`src/rtl/irq_redir_pkg.sv`:
```
package irq_redir_pkg;
  localparam int REG_W      = 32;
  localparam int ADDR_W     = 8;
  localparam int IDX_W      = 8;
  localparam int MSG_DATA_W = 8;
  localparam int DEST_W     = 16;

  // byte offsets of the bus-visible registers
  localparam logic [ADDR_W-1:0] OFF_SEL = 8'h00;
  localparam logic [ADDR_W-1:0] OFF_WIN = 8'h10;
  localparam logic [ADDR_W-1:0] OFF_EOI = 8'h40;

  // internal indices behind the window
  localparam logic [IDX_W-1:0] IDX_VER      = 8'h01;
  localparam int               IDX_ENT_BASE = 16'h10;

  // low word field positions
  localparam int LPRI_BIT = 8;
  localparam int POL_BIT  = 13;
  localparam int LVL_BIT  = 15;
  localparam int MASK_BIT = 16;
  // high word destination position
  localparam int DEST_LSB = 16;
endpackage

```
`src/rtl/irq_prio_pick.sv`:
```
module irq_prio_pick #(
  parameter int N = 4
) (
  input  logic         clk,
  input  logic         rst_n,
  input  logic [N-1:0] req,
  output logic [N-1:0] grant,
  output logic         any
);
  // isolate lowest set bit: lowest line number wins
  assign grant = req & (~req + N'(1));
  assign any   = |req;

  assert_lowest_first_R8: assert property (@(posedge clk) disable iff (!rst_n)
    any |-> ($onehot(grant) && ((grant & ~req) == '0) && (((grant - N'(1)) & req) == '0)));
endmodule

```
`src/rtl/irq_line_unit.sv`:
```
module irq_line_unit
  import irq_redir_pkg::*;
(
  input  logic                  clk,
  input  logic                  rst_n,
  input  logic                  wr_lo,
  input  logic                  wr_hi,
  input  logic [MSG_DATA_W-1:0] lo_data_wd,
  input  logic                  lo_lpri_wd,
  input  logic                  lo_pol_wd,
  input  logic                  lo_lvl_wd,
  input  logic                  lo_mask_wd,
  input  logic [DEST_W-1:0]     hi_dest_wd,
  input  logic                  eoi_wr,
  input  logic [MSG_DATA_W-1:0] eoi_val,
  input  logic                  irq_raw,
  input  logic                  launch,
  output logic                  req_o,
  output logic [REG_W-1:0]      lo_rd,
  output logic [REG_W-1:0]      hi_rd,
  output logic [MSG_DATA_W-1:0] data_o,
  output logic [DEST_W-1:0]     dest_o
);
  logic [MSG_DATA_W-1:0] data_q;
  logic [DEST_W-1:0]     dest_q;
  logic mask_q, pol_q, lvl_q, lpri_q;
  logic act, act_d, edge_ev, pend_q, insvc_q, eoi_hit;

  assign act     = irq_raw ^ pol_q;
  assign edge_ev = act & ~act_d & ~mask_q & ~lvl_q;
  assign eoi_hit = eoi_wr & lvl_q & (eoi_val == data_q);

  always_ff @(posedge clk or negedge rst_n) begin
    if (!rst_n) begin
      data_q  <= '0;
      dest_q  <= '0;
      mask_q  <= 1'b1;
      pol_q   <= 1'b0;
      lvl_q   <= 1'b0;
      lpri_q  <= 1'b0;
      act_d   <= 1'b0;
      pend_q  <= 1'b0;
      insvc_q <= 1'b0;
    end else begin
      if (wr_lo) begin
        data_q <= lo_data_wd;
        lpri_q <= lo_lpri_wd;
        pol_q  <= lo_pol_wd;
        lvl_q  <= lo_lvl_wd;
        mask_q <= lo_mask_wd;
      end
      if (wr_hi) dest_q <= hi_dest_wd;
      act_d  <= act;
      // set wins so an edge arriving at launch time queues another message
      pend_q <= (pend_q & ~launch) | edge_ev;
      if (launch && lvl_q)  insvc_q <= 1'b1;
      else if (eoi_hit)     insvc_q <= 1'b0;
    end
  end

  assign req_o  = lvl_q ? (act & ~mask_q & ~insvc_q) : (pend_q & ~mask_q);
  assign data_o = data_q;
  assign dest_o = dest_q;

  always_comb begin
    lo_rd                   = '0;
    lo_rd[MSG_DATA_W-1:0]   = data_q;
    lo_rd[LPRI_BIT]         = lpri_q;
    lo_rd[POL_BIT]          = pol_q;
    lo_rd[LVL_BIT]          = lvl_q;
    lo_rd[MASK_BIT]         = mask_q;
    hi_rd                   = '0;
    hi_rd[DEST_LSB +: DEST_W] = dest_q;
  end

  assert_masked_no_record_R4: assert property (@(posedge clk) disable iff (!rst_n)
    (mask_q && !pend_q) |=> !pend_q);
  assert_level_blocked_R7: assert property (@(posedge clk) disable iff (!rst_n)
    (launch && lvl_q && !wr_lo) |=> !req_o);
  assert_edge_single_R5: assert property (@(posedge clk) disable iff (!rst_n)
    (launch && !lvl_q && !edge_ev) |=> !pend_q);
endmodule

```
`src/rtl/msg_irq_redirector.sv`:
```
module msg_irq_redirector
  import irq_redir_pkg::*;
#(
  parameter int          NUM_LINES = 4,
  parameter logic [7:0]  VERSION   = 8'h21
) (
  input  logic                  clk,
  input  logic                  rst_n,
  input  logic                  reg_wr,
  input  logic [ADDR_W-1:0]     reg_addr,
  input  logic [REG_W-1:0]      reg_wdata,
  output logic [REG_W-1:0]      reg_rdata,
  input  logic [NUM_LINES-1:0]  irq_in,
  output logic                  msg_valid,
  input  logic                  msg_ready,
  output logic [DEST_W-1:0]     msg_dest,
  output logic [MSG_DATA_W-1:0] msg_data
);
  localparam logic [7:0] MAX_ENTRY = 8'(NUM_LINES - 1);

  logic [IDX_W-1:0]     sel_q;
  logic                 win_wr, eoi_wr;
  logic [NUM_LINES-1:0] wr_lo, wr_hi, req, grant, launch;
  logic                 any_req;
  logic [REG_W-1:0]     lo_v [NUM_LINES];
  logic [REG_W-1:0]     hi_v [NUM_LINES];
  logic [MSG_DATA_W-1:0] data_v [NUM_LINES];
  logic [DEST_W-1:0]    dest_v [NUM_LINES];
  logic [REG_W-1:0]     win_rd;
  logic [DEST_W-1:0]    pick_dest;
  logic [MSG_DATA_W-1:0] pick_data;
  logic                 unused_wbits;

  assign unused_wbits = ^{reg_wdata[14], reg_wdata[12:9]};

  assign win_wr = reg_wr && (reg_addr == OFF_WIN);
  assign eoi_wr = reg_wr && (reg_addr == OFF_EOI);

  always_ff @(posedge clk or negedge rst_n) begin
    if (!rst_n)                                sel_q <= '0;
    else if (reg_wr && (reg_addr == OFF_SEL))  sel_q <= reg_wdata[IDX_W-1:0];
  end

  for (genvar n = 0; n < NUM_LINES; n++) begin : g_line
    assign wr_lo[n] = win_wr && (sel_q == IDX_W'(IDX_ENT_BASE + 2*n));
    assign wr_hi[n] = win_wr && (sel_q == IDX_W'(IDX_ENT_BASE + 2*n + 1));

    irq_line_unit u_line (
      .clk        (clk),
      .rst_n      (rst_n),
      .wr_lo      (wr_lo[n]),
      .wr_hi      (wr_hi[n]),
      .lo_data_wd (reg_wdata[MSG_DATA_W-1:0]),
      .lo_lpri_wd (reg_wdata[LPRI_BIT]),
      .lo_pol_wd  (reg_wdata[POL_BIT]),
      .lo_lvl_wd  (reg_wdata[LVL_BIT]),
      .lo_mask_wd (reg_wdata[MASK_BIT]),
      .hi_dest_wd (reg_wdata[DEST_LSB +: DEST_W]),
      .eoi_wr     (eoi_wr),
      .eoi_val    (reg_wdata[MSG_DATA_W-1:0]),
      .irq_raw    (irq_in[n]),
      .launch     (launch[n]),
      .req_o      (req[n]),
      .lo_rd      (lo_v[n]),
      .hi_rd      (hi_v[n]),
      .data_o     (data_v[n]),
      .dest_o     (dest_v[n])
    );
  end

  // window readback: version, one entry word, or zero
  always_comb begin
    win_rd = '0;
    if (sel_q == IDX_VER) win_rd = {8'h00, MAX_ENTRY, 8'h00, VERSION};
    for (int n = 0; n < NUM_LINES; n++) begin
      if (sel_q == IDX_W'(IDX_ENT_BASE + 2*n))     win_rd = lo_v[n];
      if (sel_q == IDX_W'(IDX_ENT_BASE + 2*n + 1)) win_rd = hi_v[n];
    end
  end

  always_comb begin
    case (reg_addr)
      OFF_SEL: reg_rdata = {{(REG_W-IDX_W){1'b0}}, sel_q};
      OFF_WIN: reg_rdata = win_rd;
      default: reg_rdata = '0;
    endcase
  end

  irq_prio_pick #(.N(NUM_LINES)) u_pick (
    .clk   (clk),
    .rst_n (rst_n),
    .req   (req),
    .grant (grant),
    .any   (any_req)
  );

  assign launch = msg_valid ? '0 : grant;

  always_comb begin
    pick_dest = '0;
    pick_data = '0;
    for (int n = 0; n < NUM_LINES; n++) begin
      if (grant[n]) begin
        pick_dest = pick_dest | dest_v[n];
        pick_data = pick_data | data_v[n];
      end
    end
  end

  // single output register; new capture only when the slot is empty
  always_ff @(posedge clk or negedge rst_n) begin
    if (!rst_n) begin
      msg_valid <= 1'b0;
      msg_dest  <= '0;
      msg_data  <= '0;
    end else if (msg_valid) begin
      if (msg_ready) msg_valid <= 1'b0;
    end else if (any_req) begin
      msg_valid <= 1'b1;
      msg_dest  <= pick_dest;
      msg_data  <= pick_data;
    end
  end

  assert_stall_hold_R9: assert property (@(posedge clk) disable iff (!rst_n)
    (msg_valid && !msg_ready) |=> (msg_valid && $stable(msg_dest) && $stable(msg_data)));
endmodule

```
`config.mk`:
```
export PLATFORM = sky130hd
export DESIGN_NAME = msg_irq_redirector
export DESIGN_NICKNAME = d
export VERILOG_FILES = /design/src/rtl/irq_redir_pkg.sv /design/src/rtl/irq_prio_pick.sv /design/src/rtl/irq_line_unit.sv /design/src/rtl/msg_irq_redirector.sv
export SDC_FILE = /design/constraint.sdc
export NUM_CORES = 1
export LEC_CHECK = 0
export BUFFER_PORTS_ARGS = -buffer_cell sky130_fd_sc_hd__clkbuf_2
export CAP_MARGIN = 15
export CORE_MARGIN = 5
export CORE_UTILIZATION = 55
export CTS_BUF_LIST = sky130_fd_sc_hd__clkbuf_4 sky130_fd_sc_hd__clkbuf_8
export CTS_CLUSTER_DIAMETER = 60
export DETAILED_ROUTE_END_ITERATION = 8
export PLACE_DENSITY_LB_ADDON = 0.08
export SLEW_MARGIN = 20
export SYNTH_ARGS = -nofsm -noshare
export SYNTH_HDL_FRONTEND = slang
export SYNTH_HIERARCHICAL = 1
export SYNTH_SLANG_ARGS = --single-unit
```
`constraint.sdc`:
```
create_clock -name clk -period 2.6 [get_ports clk]
set_input_delay 0.65 -clock clk [delete_from_list [all_inputs] [get_ports clk]]
set_output_delay 0.65 -clock clk [all_outputs]
set_load 0.01 [all_outputs]
```
==> impl.org, run 1 <==
** Route
- In the routed design, unresolved DRC markers number 0.
- For this block, the initial DRC count from the detailed router was 417.
- DRT Pass-1 Iters :: 4
- Vias per std cell :: 5.38
- Drt wl/cell :: 19.7 µm
- Routed Wire Length :: 27,600 µm
- The detail route stage leaves a number of antenna-violating nets equal to 0.
- For this block, the via count after detailed routing is 7,531.

** Die
- Die extent in y :: 153 µm
- The initialized floorplan defines 52 standard-cell rows.
- Initial core utilization :: 55.7%
- The die covers 23,400 µm².
- The region available for standard cell placement spans 20,200 µm².
- 105 I/O pins were placed.
- DIE WIDTH :: 153 µm

** Logic synthesis
- Summing the areas of all and, or, nand and nor instances in the mapped netlist gives 8.51% of the synthesized area.
- sky130_fd_sc_hd__dfrtp_1 takes more of the synthesized area than any other cell.
- The synthesized netlist occupies a cell area of 11,200 µm².
- After synthesis, the share of flip-flops with an asynchronous set or reset is 100%.
- The synthesized design contains 0 enable-type register cells.
- In the post-synthesis netlist, the biggest area contributors are sky130_fd_sc_hd__dfrtp_1, sky130_fd_sc_hd__buf_4, sky130_fd_sc_hd__mux2_2.
- Proportion of netlist area held by the largest area contributor :: 34.1%
- Of the total synthesized cell area, the portion taken by XOR and XNOR cells is 2.81%.
- After synthesis the netlist holds a flip-flop and latch count of 157.
- Proportion of synthesized chip area in sequential cells :: 35.0%
- Count of mapped cells out of synthesis :: 1,088
- By area, the combinational part of the netlist is dominated by multiplexers.
- Number of warning messages in the yosys log :: 6
- After Yosys synthesis, full adders, half adders and majority gates account for 0% of the synthesized area.
- After synthesis, the share of cell area in mux cells is 22.0%.
- Each instance of the synthesized netlist takes up on average 10.3 µm².
- In the synthesized netlist the dominant register cell turns out to be sky130_fd_sc_hd__dfrtp_1.
- Summing the areas of all compound-gate instances in the mapped netlist gives 11.0% of the synthesized area.
- The synthesized netlist contains 55 unique library cells.

** STA
- On the final layout, the worst clock skew is 15.7 ps.
- For the final routed database, the setup TNS stands at -8740 ps.
- Timing would allow up to 343 MHz.
- Final min period :: 2920 ps
- Final period util :: 112%
- At the pin with the least slew margin, the transition time is 573 ps.
- Number of endpoints with negative hold slack in the final report :: 0
- On the final layout, the worst hold slack is 109 ps.
- Unrepaired setup endpoints after global routing :: true
- Number of pins exceeding their max-slew limit in the final report :: 0
- In the post-route analysis, the smallest setup slack over all paths is -316 ps.
- Headroom to the max-slew limit :: 61.4%
- Setup-violating endpoint count in the final report :: 32

** Critical path
- Worst-path cell chain :: nor4b_4, buf_6, nand3_2, or2_4, buf_12, o22ai_2, nor3_1, clkbuf_2
- Crit start category :: flip-flop
- CP required :: 1950 ps
- Bufs and invs on worst path :: 3
- STA puts the critical path data arrival time at 2270 ps.
- In this design, the stage delay of the slowest critical-path cell is 410 ps.
- The slowest stage of the critical path belongs to the cell sky130_fd_sc_hd__dfrtp_1.
- Along the worst path, the maximum fanout reaches 13.
- Sort of element at the end of the critical path :: output port
- Type of the worst setup path :: flip-flop to output port
- Critical path's top delay family :: simple AND/OR/NAND/NOR gates

** Clock tree
- The clock tree synthesis step divided the H-tree into 4 levels.
- Clock root buffer master :: sky130_fd_sc_hd__clkbuf_8
- Maximum clock path buffer count :: 2
- Clock-pin slew of the registers on the worst-case setup and hold paths :: 90 ps
- Counting the buffers created by CTS gives 17.
- The clock reaches the later pin of the worst-skew pair after 470 ps.
- TritonCTS clock tree :: built
- Clock Sinks :: 157

** Global routing
- Vias in the first global route :: 7,685
- The first global-routing pass estimated 43,900 µm of wire.
- Number of antenna violations at the first check in global routing :: 0
- Pin count of the biggest net entering global routing :: 56
- Across every metal layer, demand over resource in global routing totals 23.9%.
- For this run the aggregate overflow at the end of global routing stands at 0.

** Hold path
- Type of the most critical hold path :: input pin to asynchronous set/reset pin

** Finish
- Fill cells in the final layout number 1,795.
- Count of placed standard cells in the final layout, fillers left out :: 1,401
- In the final design database the tool counted 1,166 nets.
- Share of cells above drive strength 1 :: 40.5%
- The repair_antennas step left the layout with diodes totalling 0.
- P&R area growth vs syn :: 7.60%

** Power and ir drop
- Post-layout total power :: 0.00565 W
- Summed over all cells, the static leakage comes to 5.60 nW.
- Peak supply drop :: 0.416 mV
- Power spread over the standard cell area amounts to 467 nW/µm².

** Place
- HPWL Detailed :: 18,600 µm
- Routability-driven placement finished with a final weighted congestion of 0.805.
- Number of buffers inserted by port buffering :: 99
- Once placement completed, the tool counted placed cells totaling 1,349.
- Pre-CTS WS :: -246 ps

** Outcome
- The flow ran to the end, but the final reports show violations.
- The final reports fail on setup timing.

** Flow run
- Number of max-capacitance violations reported :: 0
[cells by family after synthesis]
family                 after synthesis
buffers and inverters              329
AND/OR/NAND/NOR                    194
AO/OA/AOI/OAI                      188
multiplexers                       180
flip-flops                         157
XOR/XNOR                            36
other                                4
[placed cells by master (no fill, tap or decap), types with 21 or more instances in the layout]
cell	instances
sky130_fd_sc_hd__conb_1	144
sky130_fd_sc_hd__a22o_1	24
sky130_fd_sc_hd__nand2_1	54
sky130_fd_sc_hd__dfrtp_1	150
sky130_fd_sc_hd__xor2_1	36
sky130_fd_sc_hd__nor2_1	46
sky130_fd_sc_hd__buf_4	61
sky130_fd_sc_hd__a221oi_1	24
sky130_fd_sc_hd__mux2_4	40
sky130_fd_sc_hd__mux4_2	27
sky130_fd_sc_hd__mux2_2	104
sky130_fd_sc_hd__o21ai_0	47
sky130_fd_sc_hd__clkbuf_2	86
sky130_fd_sc_hd__buf_12	21
sky130_fd_sc_hd__nor3_1	26
[cell usage after synthesis, drive strengths merged (10+ instances only)]
library cell / count
nor3: 38
xor2: 36
o22ai: 24
mux4: 27
a22o: 24
a21oi: 23
mux2: 144
nor4: 10
inv: 12
dfrtp: 153
nor2: 49
clkbuf: 31
o21ai: 64
a221oi: 24
buf: 285
nand2: 57
[repair_timing]
| action | 4_1_cts | 5_1_grt |
|---|---|---|
| setup endpoints to repair | 32 | 32 |
| hold buffers | 0 | 0 |
| buffers inserted | 16 | 1 |
| gates resized for setup | 51 | 25 |
| pin swaps | 10 | 6 |
| hold endpoints to repair | 0 | 0 |
| gates cloned | 3 | 0 |
[metrics by stage]
stage               utilization [%]  instance area, µm²
CTS                            59.5               12000
global route                   59.9               12100
global placement               55.2               11100
detailed placement             55.2               11100
finish                         59.9               12100
floorplan                         -               11800
[path summary, 6_finish.rpt]
| path | start | end | slack (ps) | cells after the start |
|---|---|---|---|---|
| worst max-delay path | sel_q[5]$_DFFE_PN0P_ | reg_rdata[24] | -320 | 8 |
| min in group clk | msg_ready | msg_valid$_DFF_PN0_ | 360 | 2 |
| worst min register to register | msg_dest[6]$_DFFE_PN0P_ | msg_dest[6]$_DFFE_PN0P_ | 490 | 2 |
| worst max register to register | sel_q[5]$_DFFE_PN0P_ | g_line[2].u_line/dest_o[15]$_DFFE_PN0P_ | 180 | 9 |
| worst min-delay path | rst_n | g_line[1].u_line/dest_o[10]$_DFFE_PN0P_ | 110 | 1 |
| max in group asynchronous | rst_n | g_line[0].u_line/mask_q$_DFFE_PN1P_ | 1820 | 2 |
[routing by layer]
layer  GRT usage [%]  routed length [µm]  vias up
met2            39.0               13200      184
met5               0                   0        -
li1                -                   -     3546
met1            32.8               12500     3756
met3            3.56                1150       45
met4            8.40                 740        0
[report_power, final]
part	internal, W	switching, W	leakage, nW	total (W)
clock network	0.000897	0.00101	0.196	0.00190
registers	0.00249	0.0000429	2.14	0.00253
logic	0.000431	0.000782	3.26	0.00121
total	0.00381	0.00183	5.60	0.00565
[sequential cells by signal (all words and copies together) (netlist names), 8 cells and up]
register / flops
g_line.u_line/dest_o: 64
msg_dest: 16
g_line.u_line/data_o: 32
msg_data: 8
sel_q: 8
[area by class of cell]
| type | instances | area [µm²] | share of cell area, % |
|---|---|---|---|
| multi-input cells | 742 | 5860 | 48.5 |
| flip-flops and latches | 157 | 3940 | 32.6 |
| repair buffers | 187 | 1490 | 12.3 |
| well taps | 270 | 338 | 2.80 |
| clock buffers | 18 | 248 | 2.05 |
| clock inverters | 14 | 158 | 1.31 |
| inverters | 13 | 48.8 | 0.404 |
(Power assumes the default switching activity.)
==> run 2: changes to the inputs <==
- REMOVE_ABC_BUFFERS: not set -> 1
- clock period: 2.6 -> 2.9 ns (I/O delays scaled with it)
==> run 2 against run 1 <==
The run still ends with setup timing left. Total power decreased by 9.1%. Global-route usage about the same. Register-to-register slack gained 180 ps. Critical endpoint is now reg_rdata[26].
==> impl.org, run 2 (synthesis gave the netlist of run 1 again) <==
** Outcome
- The run finished, with violations left.
- The final reports fail on setup timing.

** Die
- Total I/O pin count :: 105
- For this configuration, the core starts out at a cell density of 55.7%.
- Total Die Area :: 23,400 µm²
- Total number of placement rows :: 52
- Area of the core :: 20,200 µm²
- The die is 153 µm wide.
- Measured along the y axis, the die boundary spans 153 µm.

** Critical path
- The worst setup path is launched from an input pin.
- The startpoint identified for the worst register-to-register timing path is sel_q[7]$_DFFE_PN0P_.
- Tracing the worst setup path back leads to its startpoint at reg_addr[2].
- The critical path is of the input pin to output port type.
- Worst Path Arrival :: 2380 ps
- CP required :: 2170 ps
- The worst setup path is captured at an output port.
- Worst-path maximum fanout :: 5

** Clock tree
- Clock-pin slew of the registers on the worst-case setup and hold paths :: 90 ps
- The number of hold buffers added after CTS was 0.
- Clk Latency, worst-skew pair :: 460 ps
- Maximum clock path buffer count :: 2
- The cell sitting at the root of the clock tree is a sky130_fd_sc_hd__clkbuf_8.
- In this run the number of H-tree levels came out at 4.
- Clock Sinks :: 157
- TritonCTS clock tree :: built
- Counting the buffers created by CTS gives 17.

** STA
- Hold timing on the final database bottoms out at a slack of 255 ps.
- Number of endpoints with negative hold slack in the final report :: 0
- Setup-violating endpoint count in the final report :: 31
- Setup repair after global routing could not meet its margin everywhere.
- Maximum achievable frequency :: 322 MHz
- Worst Max-Slew Pin Slew :: 708 ps
- In the finished design, the share of the clock period the worst path needs comes to 107%.
- Across the routed clock network, the largest skew measured is 18.7 ps.
- Number of pins exceeding their max-slew limit in the final report :: 0
- After layout, the worst setup slack is -208 ps.
- After layout, the minimum clock period comes to 3110 ps.
- Headroom to the max-slew limit :: 52.7%

** Finish
- Commonest cells after routing, fill and taps aside :: sky130_fd_sc_hd__dfrtp_1, sky130_fd_sc_hd__conb_1, sky130_fd_sc_hd__mux2_2, sky130_fd_sc_hd__buf_4, sky130_fd_sc_hd__clkbuf_2
- At the end of the flow the core is filled with cells to 61.1%.
- The repair_antennas step left the layout with diodes totalling 0.
- For this run, the post-layout net count is 1,179.
- Leading cell type in the layout, fill and taps excluded :: sky130_fd_sc_hd__dfrtp_1
- The register with the most flip-flops in the layout has 64 of them.
- From synthesis to final layout, the design area changed by 9.85%.
- Final design instance area without fill :: 12,300 µm²
- Summing all flip-flop and latch instances after layout gives 3940 µm².
- Fill cells in the final layout number 1,723.
- Area taken by multi-input logic gates :: 6010 µm²
- Share of cells above drive strength 1 :: 43.4%
- Count of placed standard cells in the final layout, fillers left out :: 1,414

** Route
- After detailed routing, the number of vias per cell comes to 5.42.
- The first routing iteration left 481 violations.
- In the routed design, unresolved DRC markers number 0.
- After detailed routing, the average wire length per cell comes to 19.9 µm.
- ANT nets after route :: 0
- Routed Wire Length :: 28,100 µm
- Before antenna repair, the detailed router went through 5 iterations.
- The routed layout has 7,660 vias.

** Power and ir drop
- Leakage power :: 5.78 nW
- Power per cell area :: 416 nW/µm²
- Peak supply drop :: 0.245 mV

** Global routing
- First-pass GRT wire length :: 44,300 µm
- The via count of the first global-routing pass is 7,753.
- The number of antenna violations at the first check in global routing is 0.
- Global routing finished with a remaining overflow of 0.
- Aggregate global-route resource usage :: 24.0%
- Pin count of the biggest net entering global routing :: 64

** Place
- HPWL Detailed :: 18,500 µm
- Placer Congestion :: 0.903
- Cell area after placement :: 11,100 µm²
- Number of buffers inserted by port buffering :: 99
- Counting tap cells, the placed design contains a total of 1,355 instances.

** Flow run
- Number of max-capacitance violations reported :: 0

** Hold path
- The tightest min-delay check is of the input pin to asynchronous set/reset pin type.
run 2: cell types whose count changed in the layout (fill, tap and decap cells not counted), moves of 3 or more:
cell and change:
sky130_fd_sc_hd__buf_12 -5, sky130_fd_sc_hd__buf_2 +16, sky130_fd_sc_hd__buf_4 +9, sky130_fd_sc_hd__buf_6 +8, sky130_fd_sc_hd__clkbuf_2 -18, sky130_fd_sc_hd__nand3_1 -3
sky130_fd_sc_hd__nor3_1 -7, sky130_fd_sc_hd__nor3_2 +7, sky130_fd_sc_hd__o21ai_0 -4, sky130_fd_sc_hd__o21ai_1 -6, sky130_fd_sc_hd__o21ai_2 +9
run 2: what timing repair did:
item / in CTS / in global routing
gates cloned: 2 / 2
setup endpoints to repair: 32 / 32
buffers inserted: 26 / 1
hold endpoints to repair: 0 / 0
resized for setup: 52 / 85
pin swaps: 23 / 31
run 2: final timing paths:
| check | cells past startpoint | endpoint | slack (ps) |
|---|---|---|---|
| worst max-delay path | 9 | reg_rdata[26] | -210 |
| worst min-delay path | 1 | msg_dest[9]$_DFFE_PN0P_ | 250 |
| worst max register to register | 9 | g_line[1].u_line/data_o[2]$_DFFE_PN0P_ | 360 |
| worst min register to register | 2 | msg_dest[8]$_DFFE_PN0P_ | 480 |
| max in group asynchronous | 2 | g_line[1].u_line/mask_q$_DFFE_PN1P_ | 1910 |
| min in group clk | 2 | msg_valid$_DFF_PN0_ | 450 |
run 2: metal layers:
metal	share of wire [%]	GRT usage [%]
met1	45	33.4
met5	0	0
met2	48	38.8
met4	2.2	7.30
met3	4.4	3.87
run 2: metrics by stage:
stage          power [W]  worst slack [ps]  setup TNS (ps)
4_1_cts          0.00514              -159           -3570
2_1_floorplan    0.00276             -2040         -227840
3_5_place_dp     0.00339              -296           -7110
3_3_place_gp     0.00339              -280           -7350
6_report         0.00513              -208           -4180
5_1_grt          0.00536              -259           -6880
run 2: power by group:
part	total (W)	internal, W	switching (W)
Combinational	0.00116	0.000420	0.000741
Sequential	0.00227	0.00223	0.0000373
Clock	0.00170	0.000839	0.000866
run 2: critical path: stages:
cell,delay [ps]
sky130_fd_sc_hd__buf_6,100
sky130_fd_sc_hd__nor4_4,270
sky130_fd_sc_hd__buf_4,140
sky130_fd_sc_hd__nand4_1,230
sky130_fd_sc_hd__nor2_4,320
sky130_fd_sc_hd__buf_6,190
sky130_fd_sc_hd__o21ai_1,70
sky130_fd_sc_hd__nor3_1,170
sky130_fd_sc_hd__buf_2,170
run 2: final cells by class:
| class | instances | share of cell area [%] |
|---|---|---|
| clock buffer | 21 | 2.24 |
| clock inverter | 11 | 1.06 |
| sequential | 157 | 32.0 |
| inverter | 13 | 0.396 |
| multi-input combinational | 742 | 48.8 |
| timing repair buffer | 200 | 12.8 |
| tap | 270 | 2.74 |
